$ cat src/rtl/gpio_port_pkg.sv
package gpio_port_pkg;
  localparam int ADDR_W = 2;
  localparam logic [ADDR_W-1:0] ADDR_LATCH = 2'd0;
  localparam logic [ADDR_W-1:0] ADDR_MODE  = 2'd1;
  localparam logic [ADDR_W-1:0] ADDR_TYPE  = 2'd2;
  localparam logic [ADDR_W-1:0] ADDR_INPUT = 2'd3;

  typedef struct packed {
    logic wrLatch;
    logic wrMode;
    logic wrType;
    logic wake;
  } ctlStrobe_t;
endpackage

$ cat src/rtl/gpio_port_ctrl_regif.sv
module gpio_port_ctrl_regif
  import gpio_port_pkg::*;
(
  input  logic              clk,
  input  logic              rstN,
  input  logic              wakeUp,
  input  logic              wrEn,
  input  logic [ADDR_W-1:0] wrAddr,
  output ctlStrobe_t        stb
);
  always_comb begin
    stb.wake    = wakeUp;
    stb.wrLatch = wrEn && (wrAddr == ADDR_LATCH);
    stb.wrMode  = wrEn && (wrAddr == ADDR_MODE);
    stb.wrType  = wrEn && (wrAddr == ADDR_TYPE);
  end

  AST_ONE_STROBE: assert property (@(posedge clk) disable iff (!rstN)
    $onehot0({stb.wrLatch, stb.wrMode, stb.wrType})) else $error("strobes overlap");
  AST_INPUT_RO: assert property (@(posedge clk) disable iff (!rstN)
    (wrEn && wrAddr == ADDR_INPUT) |-> !(stb.wrLatch || stb.wrMode || stb.wrType)) else $error("input addr wrote");
endmodule

$ cat src/rtl/gpio_port_ctrl_datapath.sv
module gpio_port_ctrl_datapath
  import gpio_port_pkg::*;
#(
  parameter int PINS = 8
) (
  input  logic              clk,
  input  logic              rstN,
  input  ctlStrobe_t        stb,
  input  logic [PINS-1:0]   wrData,
  input  logic [ADDR_W-1:0] rdAddr,
  output logic [PINS-1:0]   rdData,
  input  logic [PINS-1:0]   padIn,
  output logic [PINS-1:0]   padDriveHi,
  output logic [PINS-1:0]   padDriveLo,
  output logic [PINS-1:0]   padPullup
);
  localparam logic [PINS-1:0] LATCH_DEF = '1;
  localparam logic [PINS-1:0] MODE_DEF  = '1;
  localparam logic [PINS-1:0] TYPE_DEF  = '0;

  logic [PINS-1:0] latchReg, modeDig, typePP;
  logic [PINS-1:0] syncA, syncB, inView;

  always_ff @(posedge clk or negedge rstN) begin
    if (!rstN) begin
      latchReg <= LATCH_DEF;
      modeDig  <= MODE_DEF;
      typePP   <= TYPE_DEF;
    end else if (stb.wake) begin
      latchReg <= LATCH_DEF;
      modeDig  <= MODE_DEF;
      typePP   <= TYPE_DEF;
    end else begin
      if (stb.wrLatch) latchReg <= wrData;
      if (stb.wrMode)  modeDig  <= wrData;
      if (stb.wrType)  typePP   <= wrData;
    end
  end

  always_ff @(posedge clk or negedge rstN) begin
    if (!rstN) begin
      syncA <= '0;
      syncB <= '0;
    end else begin
      syncA <= padIn;
      syncB <= syncA;
    end
  end

  for (genvar i = 0; i < PINS; i++) begin : gPin
    always_comb begin
      padDriveHi[i] = modeDig[i] && typePP[i] && latchReg[i];
      padDriveLo[i] = modeDig[i] && !latchReg[i];
      padPullup[i]  = modeDig[i] && latchReg[i];
      inView[i]     = modeDig[i] && syncB[i];
    end
  end

  always_comb begin
    case (rdAddr)
      ADDR_LATCH: rdData = latchReg;
      ADDR_MODE:  rdData = modeDig;
      ADDR_TYPE:  rdData = typePP;
      default:    rdData = inView;
    endcase
  end

  logic [1:0] syncAge;
  always_ff @(posedge clk or negedge rstN) begin
    if (!rstN) syncAge <= '0;
    else if (syncAge != 2'd2) syncAge <= syncAge + 2'd1;
  end

  AST_WAKE_DEFAULTS: assert property (@(posedge clk) disable iff (!rstN)
    stb.wake |=> (latchReg == LATCH_DEF && modeDig == MODE_DEF && typePP == TYPE_DEF)) else $error("wake");
  AST_LATCH_WRITE: assert property (@(posedge clk) disable iff (!rstN)
    (stb.wrLatch && !stb.wake) |=> latchReg == $past(wrData)) else $error("latch write");
  AST_OD_NO_HIGH: assert property (@(posedge clk) disable iff (!rstN)
    (padDriveHi & ~typePP) == '0) else $error("od high");
  AST_PULL_OFF_LOW: assert property (@(posedge clk) disable iff (!rstN)
    (padPullup & padDriveLo) == '0) else $error("pullup while low");
  AST_ANALOG_QUIET: assert property (@(posedge clk) disable iff (!rstN)
    ((padDriveHi | padDriveLo | padPullup) & ~modeDig) == '0) else $error("analog active");
  AST_ANALOG_READ: assert property (@(posedge clk) disable iff (!rstN)
    (rdAddr == ADDR_INPUT) |-> (rdData & ~modeDig) == '0) else $error("analog read");
  AST_SYNC_LAG: assert property (@(posedge clk) disable iff (!rstN)
    (syncAge == 2'd2) |-> syncB == $past(padIn, 2)) else $error("sync lag");
endmodule

$ cat src/rtl/gpio_port_ctrl.sv
module gpio_port_ctrl
  import gpio_port_pkg::*;
#(
  parameter int PINS = 8
) (
  input  logic              clk,
  input  logic              rstN,
  input  logic              wakeUp,
  input  logic              wrEn,
  input  logic [ADDR_W-1:0] wrAddr,
  input  logic [PINS-1:0]   wrData,
  input  logic [ADDR_W-1:0] rdAddr,
  output logic [PINS-1:0]   rdData,
  input  logic [PINS-1:0]   padIn,
  output logic [PINS-1:0]   padDriveHi,
  output logic [PINS-1:0]   padDriveLo,
  output logic [PINS-1:0]   padPullup
);
  ctlStrobe_t stb;

  gpio_port_ctrl_regif uRegif (
    .clk(clk), .rstN(rstN), .wakeUp(wakeUp), .wrEn(wrEn), .wrAddr(wrAddr), .stb(stb)
  );

  gpio_port_ctrl_datapath #(.PINS(PINS)) uDatapath (
    .clk(clk), .rstN(rstN), .stb(stb), .wrData(wrData), .rdAddr(rdAddr), .rdData(rdData),
    .padIn(padIn), .padDriveHi(padDriveHi), .padDriveLo(padDriveLo), .padPullup(padPullup)
  );
endmodule

$ cat config.mk
export PLATFORM = sky130hd
export DESIGN_NAME = gpio_port_ctrl
export DESIGN_NICKNAME = d
export VERILOG_FILES = /design/src/rtl/gpio_port_pkg.sv /design/src/rtl/gpio_port_ctrl_regif.sv /design/src/rtl/gpio_port_ctrl_datapath.sv /design/src/rtl/gpio_port_ctrl.sv
export SDC_FILE = /design/constraint.sdc
export NUM_CORES = 1
export LEC_CHECK = 0
export BUFFER_PORTS_ARGS = -buffer_cell sky130_fd_sc_hd__buf_2
export CAP_MARGIN = 30
export CORE_ASPECT_RATIO = 1.1
export CORE_MARGIN = 5
export CORE_UTILIZATION = 55
export DETAILED_ROUTE_END_ITERATION = 16
export PLACE_DENSITY = 0.94
export SLEW_MARGIN = 40
export SYNTH_ARGS = -nofsm -noshare
export SYNTH_HDL_FRONTEND = slang
export SYNTH_SLANG_ARGS = --single-unit
export TNS_END_PERCENT = 50
$ cat constraint.sdc
create_clock -name clk -period 1.9 [get_ports clk]
set_clock_uncertainty 0.15 [all_clocks]
set_input_delay 0.19 -clock clk [delete_from_list [all_inputs] [get_ports clk]]
set_output_delay 0.19 -clock clk [all_outputs]
set_load 0.01 [all_outputs]
==> impl_metrics.py <==
metrics = {
    "worst_setup_path": {
        "path_max_fanout": 4,
        "cp_data_arrival_time_ns": 1.49,
        "r2r_start": "uDatapath.latchReg[0]",
        "cp-start-kind": "register",
        "rr_endpoint": "uDatapath.latchReg[0]",
        "critPathCapture": "rdData[0]",
        "worstSetupPathType": "reg2out",
        "r2r_setup_slack_ns": 0.88,
        "setup.worst_path.end_class": "primary output",
        "crit_start": "uDatapath.modeDig[0]",
        "rr_worst_depth": 2,
        "critPathRequiredTime_ns": 1.56,
    },
    "synthesis": {
        "synth_top_area_frac": 0.316,
        "syn-cell-area_sq_um": 1900,
        "syn_avg_cell_area_sq_um": 10.9,
        "synth_nets": 199,
        "synthDistinctLibCells": 16,
        "synth.ff_latch_count": 40,
        "yosysTopAreaCell": "dfrtp_1",
        "ys_seq_area_frac": 0.537,
        "synth_warnings": 0,
        "syn_inst": 175,
        "yosys-top-cells-area": "dfrtp_1, dfstp_2, mux2i_1",
    },
    "power_and_ir_drop": {
        "p_int_mw": 1.19,
        "comb_power_share": 0.155,
        "leakage_nw": 1.24,
        "p_sw_frac": 0.257,
        "pwr-share-clk": 0.274,
        "peakVddDrop_mv": 0.415,
        "p_per_area_nw_per_um2": 663,
        "switchingPower_uw": 412,
        "seq_power_share": 0.571,
    },
    "floorplan": {
        "fp.dieH_um": 71.7,
        "core_area_sq_um": 3330,
        "die_w_um": 66.1,
        "ios": 56,
        "die_area_sq_um": 4740,
        "start_util": 0.571,
        "rows": 22,
    },
    "clock_network": {
        "cts_buffer_depth": 2,
        "clock_latency_ns": 0.34,
        "clock-sinks": 40,
        "h-tree-depth": 2,
        "cts_made_buffers": 5,
        "cts_tree": "built",
        "path_clk_slew_ns": 0.11,
        "cts-root-buf": "clkbuf_4",
        "postCtsSetupBuffers": 0,
    },
    "timing": {
        "drv_slew": 0,
        "setup_tns_ns": 0,
        "fmax_mhz": 546,
        "setup_viol": 0,
        "grt_setup_unrepaired": "false",
        "relSlewSlack": 0.617,
        "finalCritPeriodShare": 0.963,
        "finalHoldViolations": 0,
        "period_needed_ns": 1.83,
        "tightest_slew_ns": 0.574,
    },
    "place": {
        "placed_cell_area_sq_um": 2190,
        "portBuffers": 55,
        "routabilityCongestion": 0.730,
        "dp_hpwl_mm": 2.71,
    },
    "route": {
        "drtIter0Drc": 85,
        "drtPass1Iterations": 5,
        "num_vias": 1475,
        "ant_nets": 0,
        "drc": 0,
        "wire_per_inst_um": 13.7,
        "vias_per_cell": 5.05,
        "drt_wl_total_mm": 3.99,
    },
    "cells_and_area": {
        "drive_gt1_frac": 0.340,
        "nFillCells": 250,
        "diodes": 0,
        "fin_nets": 267,
        "layout_common_cells": "buf_2, mux2i_1, nor2_1",
        "fin_area_sq_um": 2420,
        "layout_commonest_cell": "buf_2",
        "syn2layout_area_growth_pct": 27.4,
    },
    "min_path": {
        "min_path_type": "in2async",
    },
    "global_route": {
        "grtUsageTotal": 0.185,
        "grt_pass1_wl_mm": 6.71,
        "antenna_found_initial": 0,
        "grt-ovfl-total": 0,
        "grt_pass1_vias": 1425,
        "grt_max_degree": 41,
    },
    "outcome": {
        "outcome": "finished clean",
    },
    "flow_run": {
        "drv_cap": 0,
    },
}
[registers in the layout (all words and copies together), names as in the netlist]
register,flops
uDatapath.latchReg,8
uDatapath.modeDig,8
uDatapath.syncA,8
uDatapath.syncB,8
uDatapath.typePP,8
[worst max-delay path, stage by stage (launching register included)]
cell      delay (ns)
dfstp_2         0.57
inv_1           0.07
a221oi_1        0.32
buf_2           0.19
[routing by layer]
layer | part of all wire | global-route usage
met5 | 0 | 0
met4 | 0.020 | 0.0835
met3 | 0.047 | 0.0235
met2 | 0.52 | 0.313
met1 | 0.41 | 0.236
[power groups by stage]
| stage | sequential (mW) | combinational [mW] | clock [mW] |
|---|---|---|---|
| 2_1_floorplan | 0.925 | 0.133 | 0 |
| 3_3_place_gp | 0.930 | 0.218 | 0 |
| 3_5_place_dp | 0.932 | 0.223 | 0 |
| 4_1_cts | 0.917 | 0.251 | 0.452 |
| 5_1_grt | 0.924 | 0.275 | 0.491 |
| 6_report | 0.917 | 0.249 | 0.440 |
[cells in the mapped netlist]
master	count
buf_4	2
nor3_1	8
buf_6	2
a221oi_1	8
dfrtp_1	24
nand2b_1	16
mux2i_1	32
clkbuf_1	5
or3b_1	1
and3b_2	2
and3_1	8
dfstp_2	16
buf_2	3
inv_1	8
and2_1	8
nor2_1	32
[area by class of cell]
type / count / area, sq um / area share
Sequential cell: 40 / 1020 / 0.421
Clock buffer: 6 / 51.3 / 0.0212
Tap cell: 48 / 60.1 / 0.0248
Inverter: 8 / 30.0 / 0.0124
Multi-Input combinational cell: 115 / 786 / 0.324
Clock inverter: 2 / 10.0 / 0.00413
Timing Repair Buffer: 73 / 465 / 0.192
[stage by stage]
stage / std cells / util / hold slack, ns / setup WS (ns) / power [mW]
6_report: 292 / 0.728 / 0.180 / 0.0695 / 1.61
5_1_grt: 292 / 0.728 / 0.187 / 0.00481 / 1.69
4_1_cts: 292 / 0.726 / 0.164 / 0.0469 / 1.62
3_5_place_dp: 267 / 0.656 / 0.0136 / 0.331 / 1.16
3_3_place_gp: 267 / 0.656 / 0.0128 / 0.364 / 1.15
2_1_floorplan: 175 / - / -0.256 / 0.578 / 1.06
[timing repair]
item                                    in CTS  in global routing
endpoints found under the hold margin       58                  0
gates resized for setup                      0                  1
hold buffers                                17                  0
endpoints found under the setup margin       0                  1
[kinds of logic after synthesis]
logic type / count (synthesis) / synth area share
AOI/OAI and AO/OA: 8 / 0.0368
buffers and inverters: 20 / 0.0533
DFF: 40 / 0.537
muxes: 32 / 0.168
and+or+nand+nor: 75 / 0.205
[how the worst min path moves through the flow]
stage                     startpoint                  end  slack, ns  depth (start not counted)
after CTS                       rstN  uDatapath.typePP[5]       0.16                          2
after floorplan                 rstN   uDatapath.syncA[0]      -0.26                          0
final                           rstN   uDatapath.syncA[6]       0.18                          2
after detailed placement        rstN   uDatapath.syncA[6]       0.01                          1
after global placement          rstN   uDatapath.syncA[6]       0.01                          1
after global routing            rstN  uDatapath.typePP[5]       0.19                          2
Power figures use the tool's default switching activity.
